--- src/rtl/pcu_pkg.sv ---
package pcu_pkg;

    localparam int OP_W = 8;

    typedef enum logic [3:0] {
        K_NONE,
        K_CLC,
        K_STC,
        K_CMC,
        K_CLD,
        K_STD,
        K_CLI,
        K_STI,
        K_HLT,
        K_WAIT,
        K_LOCK,
        K_NOP
    } op_kind_e;

    typedef struct packed {
        logic cf;
        logic df;
        logic ie;
    } flag_s;

    typedef struct packed {
        op_kind_e kind;
        logic     known;
    } dec_s;

    // Map one opcode byte to its operation class.
    function automatic dec_s decode_op(input logic [OP_W-1:0] b);
        dec_s d;
        d.known = 1'b1;
        case (b)
            8'hF8:   d.kind = K_CLC;
            8'hF9:   d.kind = K_STC;
            8'hF5:   d.kind = K_CMC;
            8'hFC:   d.kind = K_CLD;
            8'hFD:   d.kind = K_STD;
            8'hFA:   d.kind = K_CLI;
            8'hFB:   d.kind = K_STI;
            8'hF4:   d.kind = K_HLT;
            8'h9B:   d.kind = K_WAIT;
            8'hF0:   d.kind = K_LOCK;
            8'h90:   d.kind = K_NOP;
            default: begin
                d.kind  = K_NONE;
                d.known = 1'b0;
            end
        endcase
        return d;
    endfunction

    // Flag state after an operation completes.
    function automatic flag_s next_flags(input flag_s f, input op_kind_e k);
        flag_s n;
        n = f;
        case (k)
            K_CLC:   n.cf = 1'b0;
            K_STC:   n.cf = 1'b1;
            K_CMC:   n.cf = ~f.cf;
            K_CLD:   n.df = 1'b0;
            K_STD:   n.df = 1'b1;
            K_CLI:   n.ie = 1'b0;
            K_STI:   n.ie = 1'b1;
            default: n = f;
        endcase
        return n;
    endfunction

endpackage

--- src/rtl/pcu_decode.sv ---
module pcu_decode
    import pcu_pkg::*;
(
    input  logic [OP_W-1:0] op_byte,
    output op_kind_e        kind,
    output logic            known
);
    dec_s d;

    always_comb begin
        d     = decode_op(op_byte);
        kind  = d.kind;
        known = d.known;
    end

    always_comb begin
        if (!known) begin
            assert_unknown_class_R9: assert (kind == K_NONE);
        end
    end
endmodule

--- src/rtl/pcu_flags.sv ---
module pcu_flags
    import pcu_pkg::*;
(
    input  logic     clk,
    input  logic     rst,
    input  logic     apply,
    input  op_kind_e kind,
    output flag_s    flags
);
    flag_s q;

    always_ff @(posedge clk) begin
        if (rst) begin
            q <= '0;
        end else if (apply) begin
            q <= next_flags(q, kind);
        end
    end

    assign flags = q;

    assert_flags_hold_R9: assert property (@(posedge clk) disable iff (rst)
        !apply |=> $stable(q));

    assert_reset_flags_R1: assert property (@(posedge clk)
        rst |=> (q == '0));

    assert_single_flag_R2: assert property (@(posedge clk) disable iff (rst)
        apply |=> ($countones(q ^ $past(q)) <= 1));
endmodule

--- src/rtl/pcu_seq.sv ---
module pcu_seq
    import pcu_pkg::*;
#(
    parameter int SHORT_CYC = 2,
    parameter int WAIT_CYC  = 6,
    parameter int CNT_W     = 3
) (
    input  logic            clk,
    input  logic            rst,
    input  logic            op_valid,
    input  logic [OP_W-1:0] op_byte,
    input  op_kind_e        kind_in,
    input  logic            known_in,
    input  logic            test_n,
    input  logic            irq,
    input  logic            ie,
    output logic            op_ready,
    output logic            fin,
    output op_kind_e        cur_kind,
    output logic            done,
    output logic            nh_strb,
    output logic [OP_W-1:0] nh_op,
    output logic            halted,
    output logic            lock_out
);
    localparam logic [CNT_W-1:0] SHORT_LOAD = CNT_W'(SHORT_CYC - 2);
    localparam logic [CNT_W-1:0] WAIT_LOAD  = CNT_W'(WAIT_CYC - 2);

    logic             busy_q;
    logic [CNT_W-1:0] cnt_q;
    op_kind_e         kind_q;
    logic             halt_q;
    logic             armed_q;
    logic             lock_q;
    logic             nh_q;
    logic [OP_W-1:0]  nh_op_q;
    logic             acc;
    logic             cnt_zero;

    assign op_ready = !busy_q && !halt_q;
    assign acc      = op_valid && op_ready;
    assign cnt_zero = (cnt_q == '0);
    assign fin      = busy_q && cnt_zero && ((kind_q != K_WAIT) || !test_n);
    assign done     = fin && (kind_q != K_HLT);
    assign cur_kind = kind_q;
    assign nh_strb  = nh_q;
    assign nh_op    = nh_op_q;
    assign halted   = halt_q;
    assign lock_out = lock_q;

    always_ff @(posedge clk) begin
        if (rst) begin
            busy_q  <= 1'b0;
            cnt_q   <= '0;
            kind_q  <= K_NONE;
            halt_q  <= 1'b0;
            armed_q <= 1'b0;
            lock_q  <= 1'b0;
            nh_q    <= 1'b0;
            nh_op_q <= '0;
        end else begin
            nh_q <= 1'b0;
            if (acc) begin
                if (known_in) begin
                    busy_q <= 1'b1;
                    kind_q <= kind_in;
                    cnt_q  <= (kind_in == K_WAIT) ? WAIT_LOAD : SHORT_LOAD;
                end else begin
                    nh_q    <= 1'b1;
                    nh_op_q <= op_byte;
                end
                lock_q  <= armed_q;
                armed_q <= 1'b0;
            end else if (busy_q) begin
                if (fin) begin
                    busy_q <= 1'b0;
                    lock_q <= 1'b0;
                    if (kind_q == K_HLT) begin
                        halt_q <= 1'b1;
                    end
                    if (kind_q == K_LOCK) begin
                        armed_q <= 1'b1;
                    end
                end else if (!cnt_zero) begin
                    cnt_q <= cnt_q - 1'b1;
                end
            end else if (nh_q) begin
                lock_q <= 1'b0;
            end
            if (halt_q && irq && ie) begin
                halt_q <= 1'b0;
            end
        end
    end

    assert_done_busy_R5: assert property (@(posedge clk) disable iff (rst)
        done |-> !op_ready);

    assert_one_strobe_R9: assert property (@(posedge clk) disable iff (rst)
        $onehot0({done, nh_strb}));

    assert_halt_silent_R7: assert property (@(posedge clk) disable iff (rst)
        halted |-> (!done && !op_ready));

    assert_wake_R7: assert property (@(posedge clk) disable iff (rst)
        (halted && irq && ie) |=> !halted);

    assert_halt_keep_R7: assert property (@(posedge clk) disable iff (rst)
        (halted && !ie) |=> halted);

    assert_wait_block_R6: assert property (@(posedge clk) disable iff (rst)
        (busy_q && kind_q == K_WAIT && test_n) |-> !done);

    assert_lock_drop_R8: assert property (@(posedge clk) disable iff (rst)
        done |=> !lock_out);

    assert_nh_ready_R9: assert property (@(posedge clk) disable iff (rst)
        nh_strb |-> (op_ready || busy_q));
endmodule

--- src/rtl/pcu_ctrl_unit.sv ---
module pcu_ctrl_unit
    import pcu_pkg::*;
#(
    parameter int SHORT_CYC = 2,
    parameter int WAIT_CYC  = 6
) (
    input  logic       clk,
    input  logic       rst,
    input  logic       op_valid,
    input  logic [7:0] op_data,
    output logic       op_ready,
    input  logic       test_n,
    input  logic       irq,
    output logic       done,
    output logic       unhandled,
    output logic [7:0] unhandled_op,
    output logic       carry,
    output logic       direction,
    output logic       int_en,
    output logic       halted,
    output logic       lock_out
);
    localparam int CNT_W = $clog2((WAIT_CYC > SHORT_CYC ? WAIT_CYC : SHORT_CYC) + 1);

    op_kind_e dec_kind;
    logic     dec_known;
    op_kind_e cur_kind;
    logic     fin;
    flag_s    flags;

    pcu_decode u_dec (
        .op_byte (op_data),
        .kind    (dec_kind),
        .known   (dec_known)
    );

    pcu_seq #(
        .SHORT_CYC (SHORT_CYC),
        .WAIT_CYC  (WAIT_CYC),
        .CNT_W     (CNT_W)
    ) u_seq (
        .clk      (clk),
        .rst      (rst),
        .op_valid (op_valid),
        .op_byte  (op_data),
        .kind_in  (dec_kind),
        .known_in (dec_known),
        .test_n   (test_n),
        .irq      (irq),
        .ie       (flags.ie),
        .op_ready (op_ready),
        .fin      (fin),
        .cur_kind (cur_kind),
        .done     (done),
        .nh_strb  (unhandled),
        .nh_op    (unhandled_op),
        .halted   (halted),
        .lock_out (lock_out)
    );

    pcu_flags u_flags (
        .clk   (clk),
        .rst   (rst),
        .apply (fin),
        .kind  (cur_kind),
        .flags (flags)
    );

    assign carry     = flags.cf;
    assign direction = flags.df;
    assign int_en    = flags.ie;

    assert_reset_out_R1: assert property (@(posedge clk)
        rst |=> (!halted && !lock_out && !done && !unhandled && op_ready));
endmodule

--- config.mk ---
export PLATFORM = sky130hd
export DESIGN_NAME = pcu_ctrl_unit
export DESIGN_NICKNAME = d
export VERILOG_FILES = /design/src/rtl/pcu_pkg.sv /design/src/rtl/pcu_decode.sv /design/src/rtl/pcu_flags.sv /design/src/rtl/pcu_seq.sv /design/src/rtl/pcu_ctrl_unit.sv
export SDC_FILE = /design/constraint.sdc
export NUM_CORES = 1
export LEC_CHECK = 0
export BUFFER_PORTS_ARGS = -buffer_cell sky130_fd_sc_hd__buf_2
export CAP_MARGIN = 20
export CORE_MARGIN = 2
export CORE_UTILIZATION = 40
export CTS_BUF_LIST = sky130_fd_sc_hd__clkbuf_8
export DETAILED_ROUTE_END_ITERATION = 12
export PLACE_DENSITY = 0.71
export SYNTH_ARGS = -nofsm -noshare
export SYNTH_HDL_FRONTEND = slang
export SYNTH_SLANG_ARGS = --single-unit
--- constraint.sdc ---
create_clock -name clk -period 2.25 [get_ports clk]
set_input_delay 0.3375 -clock clk [delete_from_list [all_inputs] [get_ports clk]]
set_output_delay 0.3375 -clock clk [all_outputs]
set_load 0.01 [all_outputs]
# --- After elaboration in Yosys (flattened, before gate mapping) ---
# Index checks and enable logic that the tools add are counted.
# Widths: inputs -> output; s select.
classes:
  n_eq_ne: 27
  n_addsub: 1
  muxes: 20
  n_bitwise: 3
  n_reduce_logical: 30
op_table:
  columns: ["operator", "count"]
  rows:
  - ["$eq 8x8->1 const B", 11]
  - ["$pmux 4 s11", 1]
  - ["$mux 3", 6]
  - ["$eq 4x3->1 const B", 4]
  - ["$eq 4x4->1 const B", 3]
  - ["$reduce_and 2->1", 6]
  - ["$reduce_or 11->1", 1]
  - ["$mux 1", 10]
  - ["$eq 4x2->1 const B", 2]
  - ["$ne 4x4->1 const B", 2]
  - ["$reduce_and 4->1", 2]
  - ["$logic_and 1x1->1", 7]
  - ["$reduce_bool 2->1", 3]
  - ["$reduce_bool 3->1", 2]
  - ["$reduce_or 2->1", 3]
  - ["$eq 4x1->1 const B", 1]
  - ["$ne 2x2->1 const B", 2]
  - ["$pmux 1 s2", 2]
  - ["$logic_not 1->1", 3]
  - ["$logic_not 3->1", 1]
  - ["$ne 3x2->1 const B", 1]
  - ["$not 1->1", 3]
  - ["$pmux 1 s3", 1]
  - ["$reduce_and 3->1", 1]
  - ["other kinds (3)", 3]
totals:
  in_bits: 13
  wordCells: 92
  out_inout_bits: 16
  regBits: 23

# --- Logic depth before layout (Yosys ltp) ---
# Gate-level depths: netlist of the first run.
depth:
  ltp_word: 6
  mapped_depth: 6
  depth_no_buf: 6

# --- Hierarchy ---
# Synthesis of the first run repeated with hierarchy kept, for this count alone.
hier_totals:
  hier_cells: 153
  area_unflattened_um2: 1223.7
by_module_without_submodules:
  columns: ["mod", "instances", "area_each_um2", "cells_each"]
  rows:
  - ["pcu_seq", 1, 848.3, 105]
  - ["pcu_decode", 1, 214.0, 33]
  - ["pcu_flags", 1, 161.4, 15]

# --- Worst setup path after synthesis of the first run ---
# OpenSTA, ideal clock, no wires.
synth_timing:
  path_kind: "input -> register"
  startpoint: "input op_data[2]"
  endpoint: "register u_seq.kind_q[2] (netlist: u_seq.cur_kind[2])"
  path_slack_ns: 0.554
  cell_stages: 5
  t_required_ns: 2.129
  arrival_time_ns: 1.575
  path_cell_list: "buf_4 > nor2b_1 > o21a_1 > o31ai_2 > mux2_4"
synth_between:
  elab_chain_cells: 4
  elab_cells_between_ends: 15
  classes_between: "eq/ne (11); mux (2); reduce/logical (2)"
synth_rtl:
  columns: ["element", "line_no", "rtl"]
  rows:
  - ["from (decl)", "pcu_ctrl_unit.sv:10", "input logic [7:0] op_data,"]
  - ["$eq 8x8->1", "pcu_pkg.sv:35", "case (b)"]
  - ["$reduce_or 11->1 (no source line)", null, null]
  - ["$mux 1", "pcu_pkg.sv:35", null]
  - ["$reduce_and 2->1 (no source line)", null, null]
  - ["to (signal assigned)", "pcu_seq.sv:66", "kind_q <= kind_in;"]
  - ["to (decl)", "pcu_seq.sv:31", "op_kind_e kind_q;"]
# Several ways; a longest one is shown, not always the timed one.
# A chain may end at the register's enable or synchronous reset.

# --- Worst setup path in the final report of the first run ---
layout_timing:
  startpoint: "register u_seq.busy_q"
  endpoint: "register u_seq.nh_op_q[4] (netlist: u_seq.nh_op[4])"
layout_between:
  elab_chain_cells: 4
layout_rtl:
  columns: ["element", "line_no", "rtl"]
  rows:
  - ["from (decl)", "pcu_seq.sv:29", "logic busy_q;"]
  - ["from (signal assigned)", "pcu_seq.sv:53", "busy_q <= 1'b0;"]
  - ["from (signal assigned)", "pcu_seq.sv:65", "busy_q <= 1'b1;"]
  - ["from (signal assigned)", "pcu_seq.sv:76", "busy_q <= 1'b0;"]
  - ["$logic_not 1->1", "pcu_seq.sv:40", "assign op_ready = !busy_q && !halt_q;"]
  - ["$logic_and 1x1->1", "pcu_seq.sv:40", null]
  - ["$logic_and 1x1->1", "pcu_seq.sv:41", "assign acc = op_valid && op_ready;"]
  - ["$reduce_and 2->1 (no source line)", null, null]
  - ["to (signal assigned)", "pcu_seq.sv:70", "nh_op_q <= op_byte;"]
  - ["to (decl)", "pcu_seq.sv:36", "logic [OP_W-1:0] nh_op_q;"]
# No other way between the ends.

==> impl_metrics.csv, run 1 <==
group,metric,value,unit
global_routing,grt_overflow,0,
clock_network,cts_tree,"built",
sta,setup-tns-final,0,ns
setup_path,slowest_stage,"nor4_4",
global_routing,antenna_found_initial,0,
synth,ys_top_cells_by_area,"dfxtp_1 (35%), mux2i_1 (8.5%), nand2_1 (7.5%), nor3_1 (2.7%), a21oi_1 (2.3%)",
clock_network,cts_resized,0,
setup_path,cp_data_arrival_time,2.04,ns
cells_and_area,antenna_cells,0,
drt,vias,1228,
clock_network,cts_buffers,3,
clock_network,htreeDepth,1,
pwr,irDropWorstVdd,0.203,mV
synth,synth_top_family_by_area,"simple AND/OR/NAND/NOR gates",
floorplan,dieArea,3730,sq um
drt,drt-total-wl,2870,um
drt,wl_per_cell,12.9,um
drt,firstDrtPassIters,4,
setup_path,max_stage_delay,0.62,ns
cells_and_area,postLayoutCellArea,1520,sq um
synth,syn_nets,167,
sta,relSlewSlack,0.584,
floorplan,core-area,3080,sq um
pwr,internal-power,583,uW
synth,ys_ff_latch,23,
global_routing,grt_pass1_wl,4720,um
pwr,p_comb_frac,0.135,
sta,fin_skew,0.00643,ns
drt,ant_nets,0,
pwr,power.total,781,uW
floorplan,io_pins,29,
synth,synth_common_cells,"nand2_1 (26), dfxtp_1 (23), mux2i_1 (11)",
placed_design,place_congestion,0.866,
cells_and_area,nNetsFinal,195,
synth,synth_area,1300,sq um
synth,synth_top_area_share,0.354,
synth,syn_inst,152,
synth,synthMuxAreaShare,0.0962,
sta,timing.final.ws_setup,0.401,ns
pwr,p_sw,198,uW
setup_path,criticalPathCategory,"reg2reg",
cells_and_area,fill_cells,315,
floorplan,die_h,61.0,um
pwr,clock_power_share,0.320,
global_routing,grt_max_degree,17,
synth,ys_types,51,
sta,setup_violations,0,
clock_network,clk_path_buf_depth,2,
cells_and_area,drive_gt1_frac,0.223,
synth,synthXorXnorAreaFrac,0.0135,
sta,hold_slack,0.338,ns
hold_path,hold_path_startpoint,"irq",
synth,ys_seq_area_frac,0.354,
synth,yosysWarningCount,0,
placed_design,dp.cells,219,
floorplan,die_width,61.0,um
synth,synthArstFlopShare,0,
pwr,leakagePower,0.616,nW
clock_network,cts-root-buf,"clkbuf_8",
pwr,p_seq_frac,0.546,
floorplan,initial_utilization,0.423,
sta,finalCritPeriodShare,0.822,
sta,hold_violations,0,
placed_design,dp_hpwl,2170,um
global_routing,first_global_vias,1088,
flow_run,drv_cap,0,
pwr,power_density,514,nW/um^2
drt,remaining_drc_errors,0,
setup_path,crit_fanout,11,
cells_and_area,final_util,0.494,
setup_path,crit_chain,"or3b_4 > nor4_4 > mux2i_1",
cells_and_area,final_cells,223,
placed_design,port_buffers,28,
setup_path,required,2.44,ns
drt,avgViaCountPerCell,5.51,
global_routing,grt_use_total,0.166,
synth,synth-main-ff-cell,"dfxtp_1",
hold_path,hp-class,"in2reg",
pwr,swShare,0.253,
synth,synth_most_common_cell,"nand2_1",
sta,min_period,1.85,ns
sta,maxSlewViolCount,0,
floorplan,core.rowCount,20,
setup_path,startpoint,"u_seq.busy_q$_SDFFE_PP0N_",
placed_design,pre_cts_slack,0.395,ns
clock_network,cts_sinks,23,
status,status,"finished, final reports clean",
clock_network,clk_latency,0.26,ns
synth,synthAdderAreaFrac,0.0192,
cells_and_area,regArea,460,sq um
clock_network,clk_pin_slew,0.08,ns
setup_path,startpoint_type,"flop",
sta,fmax,541,MHz
setup_path,worstReg2RegStart,"u_seq.busy_q$_SDFFE_PP0N_",
synth,yosys.area_share.simple,0.315,
cells_and_area,multi_input_area,793,sq um
synth,yosysTopAreaCell,"dfxtp_1",
sta,worst_pin_slew,0.619,ns
cells_and_area,areaGrowthSynthToFinish,16.8,%
clock_network,post_cts_buffers,0,
placed_design,dpl_cell_area,1480,sq um
synth,synth_enable_flop_cells,0,
sta,rsz0062_at_grt,"false",
setup_path,critPathCaptureType,"flop",
clock_network,ctsHoldBuffers,0,
synth,synth-compound-area-share,0.165,
synth,syn_avg_cell_area,8.56,sq um
drt,drt_iter0_drc,36,
-- worst paths after layout --
check                                      to  slack, ns  cells after the start
hold reg to reg   u_seq.nh_op[5]$_SDFFE_PP0P_       0.46                      2
setup reg to reg  u_seq.nh_op[4]$_SDFFE_PP0P_       0.40                      3
setup / recovery  u_seq.nh_op[4]$_SDFFE_PP0P_       0.40                      3
hold / removal      u_seq.halted$_SDFFE_PP0P_       0.34                      4
-- critical path: cells and delay by family, from the launching register on --
| family | cells | cell delay [ns] |
|---|---|---|
| muxes | 1 | 0.27 |
| and+or+nand+nor | 2 | 1.10 |
| DFF | 1 | 0.42 |
-- cells by family (layout without fill, tap and decap cells) --
family,Yosys count,count (layout)
AND/OR/NAND/NOR,73,73
AO/OA/AOI/OAI,29,29
flip-flops,23,23
multiplexers,12,12
buffers and inverters,11,38
adder cells (fa/ha/maj),2,2
XOR/XNOR,2,2
-- metal layers --
| metal | track usage | routed length (um) | share of wire | vias to the layer above |
|---|---|---|---|---|
| met5 | 0 | 0 | 0 | - |
| met2 | 0.272 | 1310 | 0.46 | 37 |
| met4 | 0.0590 | 29 | 0.010 | 0 |
| met3 | 0.0252 | 164 | 0.057 | 5 |
| met1 | 0.222 | 1370 | 0.48 | 570 |
| li1 | - | - | - | 616 |
-- power groups by stage --
stage	logic [mW]	clock network, mW	registers (mW)
finish	0.105	0.250	0.426
global route	0.116	0.270	0.428
CTS	0.106	0.258	0.426
detailed placement	0.105	0	0.435
global placement	0.103	0	0.435
floorplan	0.0615	0	0.440
-- placed cells by master, fill, tap and decap left out, drive strengths merged, types with 3 or more instances in the layout --
cell    synthesis  layout
a21oi           6       6
nor3            7       7
clkbuf          3       3
nand2          26      26
nand3           4       4
buf             3      29
dfxtp          23      23
nor2            9       9
o31ai           3       3
o21ai           5       5
nand4           3       3
nor3b           3       3
inv             5       6
mux2i          11      11
nor2b           4       4
-- area by class of cell --
cell class                 count  area share
clock buffer                   3      0.0272
clock inverter                 1     0.00247
inverter                       5      0.0123
multi-input combinational    118       0.522
sequential                    23       0.303
tap                           44      0.0362
timing repair buffer          29      0.0971
-- state kept, by name, summed over array words and instances (netlist names) --
register / count
u_seq.nh_op: 8
u_seq.busy_q: 1
u_seq.cnt_q: 3
u_seq.lock_out: 1
u_seq.nh_strb: 1
u_flags.flags: 3
u_seq.cur_kind: 4
u_seq.halted: 1
u_seq.armed_q: 1
No activity file was read; power rests on OpenSTA's default activity.
==> run 2, diff against run 1 <==
==> constraint.sdc (replaced) <==
create_clock -name clk -period 1.8 [get_ports clk]
set_input_delay 0.27 -clock clk [delete_from_list [all_inputs] [get_ports clk]]
set_output_delay 0.27 -clock clk [all_outputs]
set_load 0.01 [all_outputs]
==> impl_metrics.csv, run 2 (synthesized netlist as in run 1, its figures left out) <==
group,metric,value,unit
setup_path,rrSetupSlack,0.11,ns
placed_design,place_congestion,0.864,
sta,rsz0062_at_grt,"false",
pwr,leakagePower,0.631,nW
global_routing,antenna_found_initial,0,
cells_and_area,nNetsFinal,199,
clock_network,clk_path_buf_depth,2,
floorplan,core.rowCount,20,
clock_network,cts_resized,1,
global_routing,grt_overflow,0,
pwr,p_comb_frac,0.137,
hold_path,hp-class,"in2reg",
drt,avgViaCountPerCell,5.51,
setup_path,criticalPathCategory,"reg2out",
drt,drt-total-wl,3040,um
floorplan,dieArea,3730,sq um
sta,finalCritPeriodShare,0.954,
drt,ant_nets,0,
status,status,"finished, final reports clean",
pwr,p_sw,269,uW
clock_network,clk_pin_slew,0.09,ns
sta,hold_slack,0.271,ns
sta,worst_pin_slew,0.619,ns
placed_design,dp_hpwl,2290,um
sta,maxSlewViolCount,0,
clock_network,clk_latency,0.27,ns
drt,firstDrtPassIters,4,
pwr,swShare,0.267,
cells_and_area,postLayoutCellArea,1570,sq um
pwr,p_seq_frac,0.528,
setup_path,startpoint_type,"flop",
clock_network,post_cts_buffers,0,
setup_path,cp_data_arrival_time,1.45,ns
cells_and_area,final_common_cell,"buf_2",
clock_network,ctsHoldBuffers,0,
setup_path,required,1.53,ns
sta,relSlewSlack,0.584,
global_routing,first_global_vias,1184,
floorplan,die_width,61.0,um
setup_path,crit_fanout,4,
floorplan,io_pins,29,
placed_design,dpl_cell_area,1510,sq um
pwr,power_density,643,nW/um^2
pwr,power.total,1.01,mW
cells_and_area,antenna_cells,0,
hold_path,hold_path_startpoint,"irq",
pwr,internal-power,737,uW
clock_network,cts_buffers,3,
drt,dr_wl_met3,145,um
cells_and_area,areaGrowthSynthToFinish,20.3,%
global_routing,grt_use_total,0.181,
drt,wl_met2,1430,um
sta,setup_violations,0,
sta,fin_skew,0.00400,ns
pwr,clock_power_share,0.334,
cells_and_area,drive_gt1_frac,0.273,
placed_design,port_buffers,28,
floorplan,core-area,3080,sq um
flow_run,drv_cap,0,
hold_path,hold_depth,4,
floorplan,initial_utilization,0.423,
setup_path,critPathCaptureType,"output port",
setup_path,worstReg2RegStart,"u_seq.busy_q$_SDFFE_PP0N_",
cells_and_area,largest_register_ffs,8,
drt,drt_iter0_drc,38,
clock_network,htreeDepth,1,
sta,hold_violations,0,
sta,fmax,582,MHz
drt,wl_met1,1390,um
sta,min_period,1.72,ns
drt,vias,1250,
drt,wl_per_cell,13.4,um
hold_path,min_to,"u_seq.halted$_SDFFE_PP0P_",
drt,highest_layer,"met4",
clock_network,cts_tree,"built",
clock_network,cts_sinks,23,
global_routing,grt_max_degree,18,
floorplan,die_h,61.0,um
cells_and_area,final_cell_mix,"buf_2 (28), nand2_1 (26), dfxtp_1 (21), mux2i_1 (11), nor2_1 (8)",
global_routing,grt_pass1_wl,5020,um
cells_and_area,final_util,0.509,
clock_network,cts-root-buf,"clkbuf_8",
setup_path,r2r_end,"u_seq.nh_op[6]$_SDFFE_PP0P_",
drt,remaining_drc_errors,0,
setup_path,rr_worst_depth,3,
pwr,irDropWorstVdd,0.498,mV
run 2: worst max-delay path, stage by stage, from the launching register on:
cell     delay, ns
dfxtp_2       0.33
inv_1         0.08
ha_2          0.19
and3b_2       0.22
o31ai_2       0.10
nor2_1        0.11
buf_2         0.13
run 2: layout make-up:
type	count	area, sq um
multi-input cells	118	802
well taps	44	55.1
flip-flops and latches	23	463
clock buffers	3	41.3
inverters	5	18.8
clock inverters	1	7.51
repair buffers	33	178
fillers	322	1510
run 2: per-layer routing:
metal | vias to the layer above | GRT usage
met4 | 0 | 0.0932
li1 | 620 | -
met3 | 7 | 0.0315
met2 | 35 | 0.305
met1 | 588 | 0.219
met5 | - | 0
run 2: how the worst max path moves through the flow:
stage,startpoint,endpoint,slack (ns),cells after the start
6_report,u_seq.cnt_q[0]$_SDFFE_PP0P_,done,0.08,6
5_1_grt,u_seq.cnt_q[0]$_SDFFE_PP0P_,done,0.004,6
4_1_cts,u_seq.cnt_q[0]$_SDFFE_PP0P_,done,0.05,6
3_5_place_dp,op_data[5],u_seq.cur_kind[2]$_SDFFE_PP0P_,-0.002,5
3_3_place_gp,op_data[5],u_seq.cur_kind[2]$_SDFFE_PP0P_,0.07,5
2_1_floorplan,op_data[2],u_seq.cur_kind[2]$_SDFFE_PP0P_,0.17,5
run 2: per-stage QoR:
step                      worst slack, ns  TNS (ns)  instances
after floorplan                     0.171         0        152
after global placement             0.0721         0        223
after detailed placement         -0.00165  -0.00165        223
after CTS                          0.0546         0        227
after global routing              0.00443         0        227
final                              0.0831         0        227
run 2: power by group through the flow:
stage	clock (mW)	combinational (mW)	sequential (mW)
finish	0.336	0.138	0.531
global route	0.363	0.153	0.534
CTS	0.344	0.138	0.531
detailed placement	0	0.138	0.543
floorplan	0	0.0769	0.549
global placement	0	0.133	0.542
